--- src/rtl/rxs_pkg.sv ---
// Shared constants and types for the serial receive buffer.
// Assumes one status register holding three flags in the bit positions below.
package rxs_pkg;
    localparam int ST_N    = 3;     // number of status flags
    localparam int ST_FULL = 0;     // data ready flag position
    localparam int ST_OVR  = 1;     // overrun flag position
    localparam int ST_FE   = 2;     // framing error flag position
    localparam logic ADDR_DATA = 1'b0;
    localparam logic ADDR_STAT = 1'b1;

    typedef enum logic [1:0] {
        RX_IDLE  = 2'd0,
        RX_START = 2'd1,
        RX_DATA  = 2'd2,
        RX_STOP  = 2'd3
    } rx_state_e;
endpackage

--- src/rtl/rxs_sync.sv ---
// Multi-stage synchronizer for the asynchronous serial line.
// Assumes the line idles high, so every stage resets to 1.
module rxs_sync #(
    parameter int STAGES = 2
) (
    input  logic clk,
    input  logic rst_n,
    input  logic d_in,
    output logic d_out
);
    logic [STAGES-1:0] chain_q;

    // shift the raw line through the flop chain
    always_ff @(posedge clk) begin
        if (!rst_n) chain_q <= '1;
        else        chain_q <= {chain_q[STAGES-2:0], d_in};
    end

    assign d_out = chain_q[STAGES-1];
endmodule

--- src/rtl/rxs_frame.sv ---
// Receive state machine: start-bit vote, data assembly, stop-bit check.
// Assumes os_tick is a strobe at OS_RATE times the bit rate and rx_s is synchronous.
// Emits a one-cycle done pulse with a framing flag; data_o is valid with it.
module rxs_frame
    import rxs_pkg::*;
#(
    parameter int DATA_W  = 8,
    parameter int OS_RATE = 16
) (
    input  logic              clk,
    input  logic              rst_n,
    input  logic              rx_en,
    input  logic              tick,
    input  logic              rx_s,
    output logic              done,
    output logic              ferr,
    output logic [DATA_W-1:0] data_o
);
    localparam int CNT_W = $clog2(OS_RATE);
    localparam int IDX_W = (DATA_W > 1) ? $clog2(DATA_W) : 1;
    localparam logic [CNT_W-1:0] CNT_MID  = CNT_W'(OS_RATE / 2);
    localparam logic [CNT_W-1:0] CNT_LAST = CNT_W'(OS_RATE - 1);
    localparam logic [CNT_W-1:0] VOTE_LO  = CNT_W'(OS_RATE / 2 - 1);
    localparam logic [CNT_W-1:0] VOTE_HI  = CNT_W'(OS_RATE / 2 + 1);
    localparam logic [IDX_W-1:0] IDX_LAST = IDX_W'(DATA_W - 1);

    rx_state_e         state_q;
    logic [CNT_W-1:0]  cnt_q;
    logic [IDX_W-1:0]  idx_q;
    logic [1:0]        votes_q;
    logic [1:0]        lows_now;
    logic [DATA_W-1:0] shreg_q;
    logic              done_q;
    logic              ferr_q;

    // count of low samples including the current one
    always_comb lows_now = votes_q + {1'b0, ~rx_s};

    // bit timing, sampling and frame sequencing
    always_ff @(posedge clk) begin
        if (!rst_n) begin
            state_q <= RX_IDLE;
            cnt_q   <= '0;
            idx_q   <= '0;
            votes_q <= '0;
            shreg_q <= '0;
            done_q  <= 1'b0;
            ferr_q  <= 1'b0;
        end else begin
            done_q <= 1'b0;
            if (!rx_en) begin
                state_q <= RX_IDLE;
                cnt_q   <= '0;
            end else if (tick) begin
                case (state_q)
                    RX_IDLE: begin
                        if (!rx_s) begin
                            state_q <= RX_START;
                            cnt_q   <= '0;
                            votes_q <= '0;
                        end
                    end
                    RX_START: begin
                        cnt_q <= cnt_q + 1'b1;
                        if (cnt_q >= VOTE_LO && cnt_q <= VOTE_HI)
                            votes_q <= lows_now;
                        if (cnt_q == VOTE_HI && lows_now < 2'd2) begin
                            state_q <= RX_IDLE;
                            cnt_q   <= '0;
                        end else if (cnt_q == CNT_LAST) begin
                            state_q <= RX_DATA;
                            cnt_q   <= '0;
                            idx_q   <= '0;
                        end
                    end
                    RX_DATA: begin
                        cnt_q <= cnt_q + 1'b1;
                        if (cnt_q == CNT_MID)
                            shreg_q <= {rx_s, shreg_q[DATA_W-1:1]};
                        if (cnt_q == CNT_LAST) begin
                            cnt_q <= '0;
                            if (idx_q == IDX_LAST) state_q <= RX_STOP;
                            else                   idx_q   <= idx_q + 1'b1;
                        end
                    end
                    RX_STOP: begin
                        cnt_q <= cnt_q + 1'b1;
                        if (cnt_q == CNT_MID) begin
                            done_q  <= 1'b1;
                            ferr_q  <= ~rx_s;
                            state_q <= RX_IDLE;
                            cnt_q   <= '0;
                        end
                    end
                    default: state_q <= RX_IDLE;
                endcase
            end
        end
    end

    assign done   = done_q;
    assign ferr   = ferr_q;
    assign data_o = shreg_q;


    idle_when_off_chk: assert property (@(posedge clk) disable iff (!rst_n)
        !rx_en |=> (state_q == RX_IDLE && !done_q));


    start_vote_chk: assert property (@(posedge clk) disable iff (!rst_n)
        (state_q == RX_START && tick && rx_en && cnt_q == VOTE_HI && lows_now < 2'd2)
        |=> state_q == RX_IDLE);
endmodule

--- src/rtl/rxs_status.sv ---
// Holding register, status flags and register-bus decode.
// Flags clear only through a read-1 then write-0 handshake tracked by per-flag arm bits.
// Assumes at most one bus access per cycle and a single-cycle done pulse from the framer.
module rxs_status
    import rxs_pkg::*;
#(
    parameter int DATA_W = 8
) (
    input  logic              clk,
    input  logic              rst_n,
    input  logic              standby,
    input  logic              frame_done,
    input  logic              frame_ferr,
    input  logic [DATA_W-1:0] frame_data,
    input  logic              bus_sel,
    input  logic              bus_wr,
    input  logic              bus_addr,
    input  logic [ST_N-1:0]   bus_wdata,
    output logic [DATA_W-1:0] bus_rdata
);
    logic [DATA_W-1:0] hold_q;
    logic [ST_N-1:0]   flag_q;
    logic [ST_N-1:0]   arm_q;
    logic [ST_N-1:0]   clr;
    logic              stat_rd;
    logic              stat_wr;
    logic              good;
    logic              load;

    // bus decode and frame outcome
    always_comb begin
        stat_rd = bus_sel && !bus_wr && (bus_addr == ADDR_STAT);
        stat_wr = bus_sel &&  bus_wr && (bus_addr == ADDR_STAT);
        clr     = {ST_N{stat_wr}} & ~bus_wdata & arm_q;
        good    = frame_done && !frame_ferr;
        load    = good && !flag_q[ST_FULL] && !flag_q[ST_OVR];
    end

    // per-flag arm latch: set by a read of 1, dropped by any status write
    for (genvar gi = 0; gi < ST_N; gi++) begin : g_arm
        always_ff @(posedge clk) begin
            if (!rst_n)                               arm_q[gi] <= 1'b0;
            else if (stat_wr)                         arm_q[gi] <= 1'b0;
            else if (gi == ST_FULL && standby)        arm_q[gi] <= 1'b0;
            else if (stat_rd && flag_q[gi])           arm_q[gi] <= 1'b1;
        end
    end

    // holding register: written only by an accepted frame
    always_ff @(posedge clk) begin
        if (!rst_n)    hold_q <= '0;
        else if (load) hold_q <= frame_data;
    end

    // data ready flag: standby first, then set, then handshake clear
    always_ff @(posedge clk) begin
        if (!rst_n)            flag_q[ST_FULL] <= 1'b0;
        else if (standby)      flag_q[ST_FULL] <= 1'b0;
        else if (load)         flag_q[ST_FULL] <= 1'b1;
        else if (clr[ST_FULL]) flag_q[ST_FULL] <= 1'b0;
    end

    // overrun flag: set when a clean frame meets unclaimed data
    always_ff @(posedge clk) begin
        if (!rst_n)                         flag_q[ST_OVR] <= 1'b0;
        else if (good && flag_q[ST_FULL])   flag_q[ST_OVR] <= 1'b1;
        else if (clr[ST_OVR])               flag_q[ST_OVR] <= 1'b0;
    end

    // framing error flag: set on a low stop bit
    always_ff @(posedge clk) begin
        if (!rst_n)                         flag_q[ST_FE] <= 1'b0;
        else if (frame_done && frame_ferr)  flag_q[ST_FE] <= 1'b1;
        else if (clr[ST_FE])                flag_q[ST_FE] <= 1'b0;
    end

    // read mux
    always_comb begin
        if (bus_addr == ADDR_DATA) bus_rdata = hold_q;
        else                       bus_rdata = DATA_W'(flag_q);
    end


    full_rise_chk: assert property (@(posedge clk) disable iff (!rst_n)
        $rose(flag_q[ST_FULL]) |-> $past(frame_done && !frame_ferr));


    overrun_set_chk: assert property (@(posedge clk) disable iff (!rst_n)
        (frame_done && !frame_ferr && flag_q[ST_FULL]) |=> (flag_q[ST_OVR] && $stable(hold_q)));


    ferr_hold_chk: assert property (@(posedge clk) disable iff (!rst_n)
        (frame_done && frame_ferr) |=> (flag_q[ST_FE] && $stable(hold_q)));


    standby_clear_chk: assert property (@(posedge clk) disable iff (!rst_n)
        standby |=> !flag_q[ST_FULL]);


    arm_drop_chk: assert property (@(posedge clk) disable iff (!rst_n)
        stat_wr |=> (arm_q == '0));


    write_one_chk: assert property (@(posedge clk) disable iff (!rst_n)
        (stat_wr && bus_wdata[ST_FULL] && flag_q[ST_FULL] && !standby) |=> flag_q[ST_FULL]);
endmodule

--- src/rtl/serial_rx_buffer.sv ---
// Top level: synchronizer, receive state machine and status/holding registers.
// Assumes os_tick is supplied by an external baud strobe generator.
module serial_rx_buffer
    import rxs_pkg::*;
#(
    parameter int DATA_W      = 8,
    parameter int OS_RATE     = 16,
    parameter int SYNC_STAGES = 2
) (
    input  logic              clk,
    input  logic              rst_n,
    input  logic              standby,
    input  logic              rx_en,
    input  logic              os_tick,
    input  logic              rx_in,
    input  logic              bus_sel,
    input  logic              bus_wr,
    input  logic              bus_addr,
    input  logic [ST_N-1:0]   bus_wdata,
    output logic [DATA_W-1:0] bus_rdata
);
    logic              rx_s;
    logic              f_done;
    logic              f_ferr;
    logic [DATA_W-1:0] f_data;

    rxs_sync #(.STAGES(SYNC_STAGES)) u_sync (
        .clk   (clk),
        .rst_n (rst_n),
        .d_in  (rx_in),
        .d_out (rx_s)
    );

    rxs_frame #(.DATA_W(DATA_W), .OS_RATE(OS_RATE)) u_frame (
        .clk    (clk),
        .rst_n  (rst_n),
        .rx_en  (rx_en),
        .tick   (os_tick),
        .rx_s   (rx_s),
        .done   (f_done),
        .ferr   (f_ferr),
        .data_o (f_data)
    );

    rxs_status #(.DATA_W(DATA_W)) u_status (
        .clk        (clk),
        .rst_n      (rst_n),
        .standby    (standby),
        .frame_done (f_done),
        .frame_ferr (f_ferr),
        .frame_data (f_data),
        .bus_sel    (bus_sel),
        .bus_wr     (bus_wr),
        .bus_addr   (bus_addr),
        .bus_wdata  (bus_wdata),
        .bus_rdata  (bus_rdata)
    );
endmodule

--- config.mk ---
export PLATFORM = sky130hd
export DESIGN_NAME = serial_rx_buffer
export DESIGN_NICKNAME = d
export VERILOG_FILES = /design/src/rtl/rxs_pkg.sv /design/src/rtl/rxs_sync.sv /design/src/rtl/rxs_frame.sv /design/src/rtl/rxs_status.sv /design/src/rtl/serial_rx_buffer.sv
export SDC_FILE = /design/constraint.sdc
export NUM_CORES = 1
export LEC_CHECK = 0
export ABC_CLOCK_PERIOD_IN_PS = 2350
export CELL_PAD_IN_SITES_DETAIL_PLACEMENT = 1
export CELL_PAD_IN_SITES_GLOBAL_PLACEMENT = 2
export CORE_MARGIN = 1.5
export CORE_UTILIZATION = 30
export CTS_BUF_LIST = sky130_fd_sc_hd__clkbuf_8
export CTS_CLUSTER_SIZE = 14
export DETAILED_ROUTE_END_ITERATION = 10
export GPL_TIMING_DRIVEN = 0
export HOLD_SLACK_MARGIN = 0.08
export MAX_ROUTING_LAYER = met4
export PLACE_DENSITY_LB_ADDON = 0.1
export SKIP_CTS_REPAIR_TIMING = 1
export SYNTH_ARGS = -nofsm -noshare
export SYNTH_HDL_FRONTEND = slang
export SYNTH_SLANG_ARGS = --single-unit
--- constraint.sdc ---
create_clock -name clk -period 2.35 [get_ports clk]
set_input_delay 0.705 -clock clk [delete_from_list [all_inputs] [get_ports clk]]
set_output_delay 0.705 -clock clk [all_outputs]
set_load 0.05 [all_outputs]
==> results of run 1 <==
layer usage:
layer / up-vias / part of all wire (%)
met5: - / 0
met4: 0 / 1.5
met3: 8 / 3.2
met2: 20 / 46
met1: 716 / 49
li1: 811 / -
power groups by stage:
stage	clock network, W	registers, W	logic [W]
after detailed placement	0	0.000647	0.0000648
after global routing	0.000513	0.000633	0.0000725
after floorplan	0	0.000646	0.0000336
after CTS	0.000492	0.000632	0.0000651
final	0.000468	0.000632	0.0000658
after global placement	0	0.000647	0.0000654
final timing paths:
| kind | start | endpoint | slack [ns] | depth (start not counted) |
|---|---|---|---|---|
| worst max-delay path | bus_addr | bus_rdata[2] | 0.09 | 4 |
| worst min-delay path | u_sync.chain_q[0]$_SDFF_PN1_ | u_sync.chain_q[1]$_SDFF_PN1_ | 0.41 | 1 |
| worst max register to register | u_frame.state_q[0]$_SDFFE_PN0P_ | u_frame.votes_q[1]$_SDFFE_PN0P_ | 0.30 | 6 |
| worst min register to register | u_sync.chain_q[0]$_SDFF_PN1_ | u_sync.chain_q[1]$_SDFF_PN1_ | 0.41 | 1 |
final cells by class:
cell class | instances | area (um2)
Sequential cell | 37 | 741
Buffer | 8 | 40.0
Inverter | 7 | 26.3
Timing Repair Buffer | 19 | 198
Clock inverter | 1 | 7.51
Clock buffer | 6 | 82.6
Multi-Input combinational cell | 164 | 1080
Fill cell | 725 | 3720
Tap cell | 75 | 93.8
placed cells by master, fill, tap and decap left out, types with 2 or more instances in the layout:
master,netlist,routed
nor2_1,16,16
a31oi_1,3,3
nor2b_1,5,5
nand3_1,6,6
nor3_1,4,4
o21ai_0,8,8
clkbuf_1,6,5
nand3b_1,6,6
o211ai_1,4,4
inv_1,7,7
buf_2,2,3
clkdlybuf4s50_1,0,9
clkbuf_8,0,6
dfxtp_1,37,37
nand2b_1,8,8
nor4_1,2,2
mux2_2,3,3
or3_1,2,2
and3_1,2,2
dlymetal6s2s_1,0,7
mux2i_1,11,11
ha_1,11,11
or2_2,3,3
nand2_1,28,28
a21oi_1,19,19
registers in the layout, summed over array words and instances, names as in the netlist, 2 cells and up, named ones only:
signal	flops
u_frame.votes_q	2
u_frame.idx_q	3
u_sync.chain_q	2
u_frame.cnt_q	4
u_status.hold_q	8
u_frame.data_o	8
u_status.flag_q	3
u_status.arm_q	3
cells by family (layout without fill, tap and decap cells):
kind of cell	Yosys count	in the layout	synth area share, %
flops	37	37	39.5
xor+xnor	1	1	0.467
buf+inv	15	41	3.13
mux	14	14	7.67
fa+ha+maj	11	11	7.33
simple gates	93	93	26.1
compound gates	45	45	15.9
metrics by stage:
step / cell area, um2 / worst slack [ns] / hold slack, ns / cells / total power (W)
after global placement: 2150 / -1.07 / 0.392 / 309 / 0.000713
after detailed placement: 2150 / -1.08 / 0.405 / 309 / 0.000712
final: 2270 / 0.0911 / 0.411 / 317 / 0.00117
after floorplan: 1880 / 0.0316 / 0.386 / 216 / 0.000679
after CTS: 2240 / -1.08 / 0.421 / 316 / 0.00119
after global routing: 2270 / 0.0508 / 0.440 / 317 / 0.00122
==> impl_metrics.toml, run 1 <==
[run_status]
status = "finished, final reports clean"

[placed_design]
place_congestion = 0.722
port_buffers = 18
dp.final_hpwl_mm = 3.31

[synth]
ys.flop_type = "dfxtp_1"
synth.distinct_cells = 45
postSynthAreaPerCell_um2 = 8.69
ys_seq_area_share_pct = 39.5
yosysWarnings = 0
synth_top_cell_by_area = "dfxtp_1"
syn-cell-area_um2 = 1880
syn_inst = 216
synth_edf_count = 0
synthTopCellsByArea = "dfxtp_1, ha_1, mux2i_1, nand2_1, a21oi_1"
ys_ff_latch = 37
synth_most_common_cell = "dfxtp_1"
ys_async_sr_fraction_pct = 0
post-synth-top-area-fraction_pct = 39.5
syn_nets = 239
yosys-top-cells-count = "dfxtp_1, nand2_1, a21oi_1, nor2_1"

[power]
vdd.ir_drop.worst_v = 0.000174
internal_power_w = 0.000892
p_leak_nw = 0.982
pwr-share-comb_pct = 5.6
pwr_density_cell_nw_per_um2 = 515
p_seq_share_pct = 54.2
sw_frac_of_total_pct = 23.5
power_switching_w = 0.000274
clockPowerShare_pct = 40.1

[route]
via_count = 1555
viasPerCell = 4.91
firstDrtPassIters = 4
ant_nets = 0
drt_iter0_drc = 40
drc_errors = 0
wl_per_cell_um = 14.1
drt_wl_total_mm = 4.47

[layout]
drive_gt1_share_pct = 10.3
utilization_pct = 37.8
diodes = 0
nNetsFinal = 265
synthToLayoutAreaGrowth_pct = 20.7

[critical_path]
crit_required_ns = 1.64
slowest_delay_ns = 0.33
cpLargestDelayFamily = "buffers and inverters"
critPathKind = "in2out"
crit_buf_inv = 3
crit_fanout = 9
path_cells = "dlymetal6s2s_1, buf_6, mux2_2, clkbuf_4"
crit_slowest_cell = "mux2_2"
crit_arrival_ns = 1.55
end_kind = "primary output"
cp-start-kind = "primary input"

[floorplanning]
rows = 28
initial_utilization_pct = 31.3
core_area_um2 = 5990
design.die.area_um2 = 6740
dieWidth_um = 82.1
io_pins = 20
die_h_um = 82.1

[timing]
setup_tns_ns = 0
rsz0062_at_grt = "false"
slew_headroom_pct = 48.1
fin_crit_ns = 2.26
setup_viol = 0
hold_viol_final = 0
max_freq_mhz = 443
fin_skew_ns = 0.00497
worst_pin_slew_ns = 0.772
post-route-period-util_pct = 96.1
drv_slew = 0

[global_routing]
grt_pass1_wl_mm = 7.50
grt_max_degree = 12
antenna_found_initial = 0
busiest_layer = "met2"
overflow = 0
grt_usage_pct = 15.2
grtUsageMet3_pct = 2.97
use_met1_pct = 17.9
grt_pass1_vias = 1541
use_met2_pct = 25.7

[clock_tree]
insertion_delay_ns = 0.29
htreeDepth = 2
clockRootBuffer = "clkbuf_8"
clk_path_buf_depth = 2
cts-buffers-inserted = 5
clk_pin_slew_ns = 0.08
cts_tree = "done"
cts_sinks = 37

[job]
drv_cap = 0

[min_path]
worstHoldPathType = "reg2reg"
Note: power is estimated with default switching activity, not from simulation.
==> inputs of run 2 (changes only) <==
--- a/config.mk
+++ b/config.mk
@@ -8,8 +8,8 @@
 export ABC_CLOCK_PERIOD_IN_PS = 2350
 export CELL_PAD_IN_SITES_DETAIL_PLACEMENT = 1
 export CELL_PAD_IN_SITES_GLOBAL_PLACEMENT = 2
-export CORE_MARGIN = 1.5
-export CORE_UTILIZATION = 30
+export CORE_MARGIN = 3
+export CORE_UTILIZATION = 35
 export CTS_BUF_LIST = sky130_fd_sc_hd__clkbuf_8
 export CTS_CLUSTER_SIZE = 14
 export DETAILED_ROUTE_END_ITERATION = 10
@@ -17,6 +17,7 @@
 export HOLD_SLACK_MARGIN = 0.08
 export MAX_ROUTING_LAYER = met4
 export PLACE_DENSITY_LB_ADDON = 0.1
+export SETUP_SLACK_MARGIN = 0.15
 export SKIP_CTS_REPAIR_TIMING = 1
 export SYNTH_ARGS = -nofsm -noshare
 export SYNTH_HDL_FRONTEND = slang
==> run 2 against run 1 <==
  * Wire length increased by 9.7%
  * Sequential power about the same
  * Global-route usage increased by 2.5 points
  * Final cell count decreased by 1.3%
  * Largest cell class unchanged
  * Highest routed layer unchanged
==> impl_metrics.toml, run 2 (same netlist as run 1, synthesis figures left out) <==
[run_status]
status = "finished, final reports clean"

[layout]
diodes = 0
nNetsFinal = 265
final_common_cell = "dfxtp_1"
final_area_um2 = 2270
fin_cells = 313
synthToLayoutAreaGrowth_pct = 20.8
utilization_pct = 44.1
mostFrequentLayoutCells = "dfxtp_1, nand2_1, a21oi_1"
fill_cells = 621
drive_gt1_share_pct = 14.0

[placed_design]
dpl-instance-area_um2 = 2140
post-place-cells = 304
dp.final_hpwl_mm = 3.68
place_congestion = 0.859
post-place-ws_ns = -1.06
port_buffers = 18

[route]
viasPerCell = 5.16
drt_iter0_drc = 55
drc_errors = 0
wl_per_cell_um = 15.7
via_count = 1615
ant_nets = 0
drt_wl_total_mm = 4.90
firstDrtPassIters = 4

[floorplanning]
dieWidth_um = 79.2
die_h_um = 79.2
io_pins = 20
core_area_um2 = 5140
rows = 26
design.die.area_um2 = 6280
initial_utilization_pct = 36.5

[critical_path]
crit_fanout = 5
slowest_delay_ns = 0.32
end_kind = "primary output"
r2r-start = "u_frame.state_q[0]$_SDFFE_PN0P_"
crit_start = "bus_addr"
path_cells = "buf_4, buf_6, mux2_2, buf_2"
cp-start-kind = "primary input"
crit_slowest_cell = "mux2_2"
crit_required_ns = 1.64
critPathKind = "in2out"
crit_arrival_ns = 1.48

[global_routing]
grt_pass1_wl_mm = 8.44
grt_usage_pct = 17.7
overflow = 0
grt_max_degree = 13
antenna_found_initial = 0
grt_pass1_vias = 1753

[clock_tree]
insertion_delay_ns = 0.29
clk_path_buf_depth = 2
cts_tree = "done"
clockRootBuffer = "clkbuf_8"
clk_pin_slew_ns = 0.07
cts_sinks = 37
cts-buffers-inserted = 5
htreeDepth = 2

[timing]
drv_slew = 0
setup_viol = 0
fin_crit_ns = 2.18
rsz0062_at_grt = "true"
fin_skew_ns = 0.00633
slew_headroom_pct = 39.0
fin_ws_ns = 0.166
worst_pin_slew_ns = 0.908
hold_viol_final = 0
max_freq_mhz = 458
post-route-period-util_pct = 92.9
hold_slack_ns = 0.454

[power]
vdd.ir_drop.worst_v = 0.000308
p_leak_nw = 0.914
pwr_density_cell_nw_per_um2 = 596

[min_path]
hp-start = "u_sync.chain_q[0]$_SDFF_PN1_"
worstHoldPathType = "reg2reg"

[job]
drv_cap = 0
## run 2: worst max-delay path, delay by kind of cell
kind,cells,cell delay [ns]
mux,1,0.32
buf+inv,3,0.44
## run 2: layer usage
metal	global-route usage, %	vias up	share of wire [%]
li1	-	809	-
met1	21.3	777	46
met3	5.10	4	4.6
met2	29.3	25	48
met5	-	-	0
met4	4.30	0	0.86
## run 2: path summary, 6_finish.rpt
check	end	slack, ns	depth (start not counted)
setup reg to reg	u_frame.idx_q[0]$_SDFFE_PN0P_	0.36	7
hold / removal	u_sync.chain_q[1]$_SDFF_PN1_	0.45	1
setup / recovery	bus_rdata[1]	0.17	4
hold reg to reg	u_sync.chain_q[1]$_SDFF_PN1_	0.45	1
## run 2: report_power, final
group / switching, W / internal (W) / total, W / leakage (nW)
combinational: 0.0000371 / 0.0000307 / 0.0000678 / 0.548
clock: 0.000230 / 0.000421 / 0.000652 / 0.0681
sequential: 0.00000347 / 0.000629 / 0.000633 / 0.298
total: 0.000271 / 0.00108 / 0.00135 / 0.914
## run 2: area by class of cell
type                       instances  area, um2  area share (%)
timing repair buffer              19        156            6.90
clock inverter                     3       65.1            2.87
inverter                           7       26.3            1.16
clock buffer                       5       68.8            3.04
buffer                             8       41.3            1.82
sequential                        37        741            32.7
multi-input combinational        164       1080            47.7
tap                               70       87.6            3.86
## run 2: stage by stage
stage / power [W] / TNS, ns
after floorplan: 0.000679 / 0
after global placement: 0.000709 / -6.59
after detailed placement: 0.000711 / -7.62
after CTS: 0.00136 / -6.72
after global routing: 0.00141 / 0
final: 0.00135 / 0
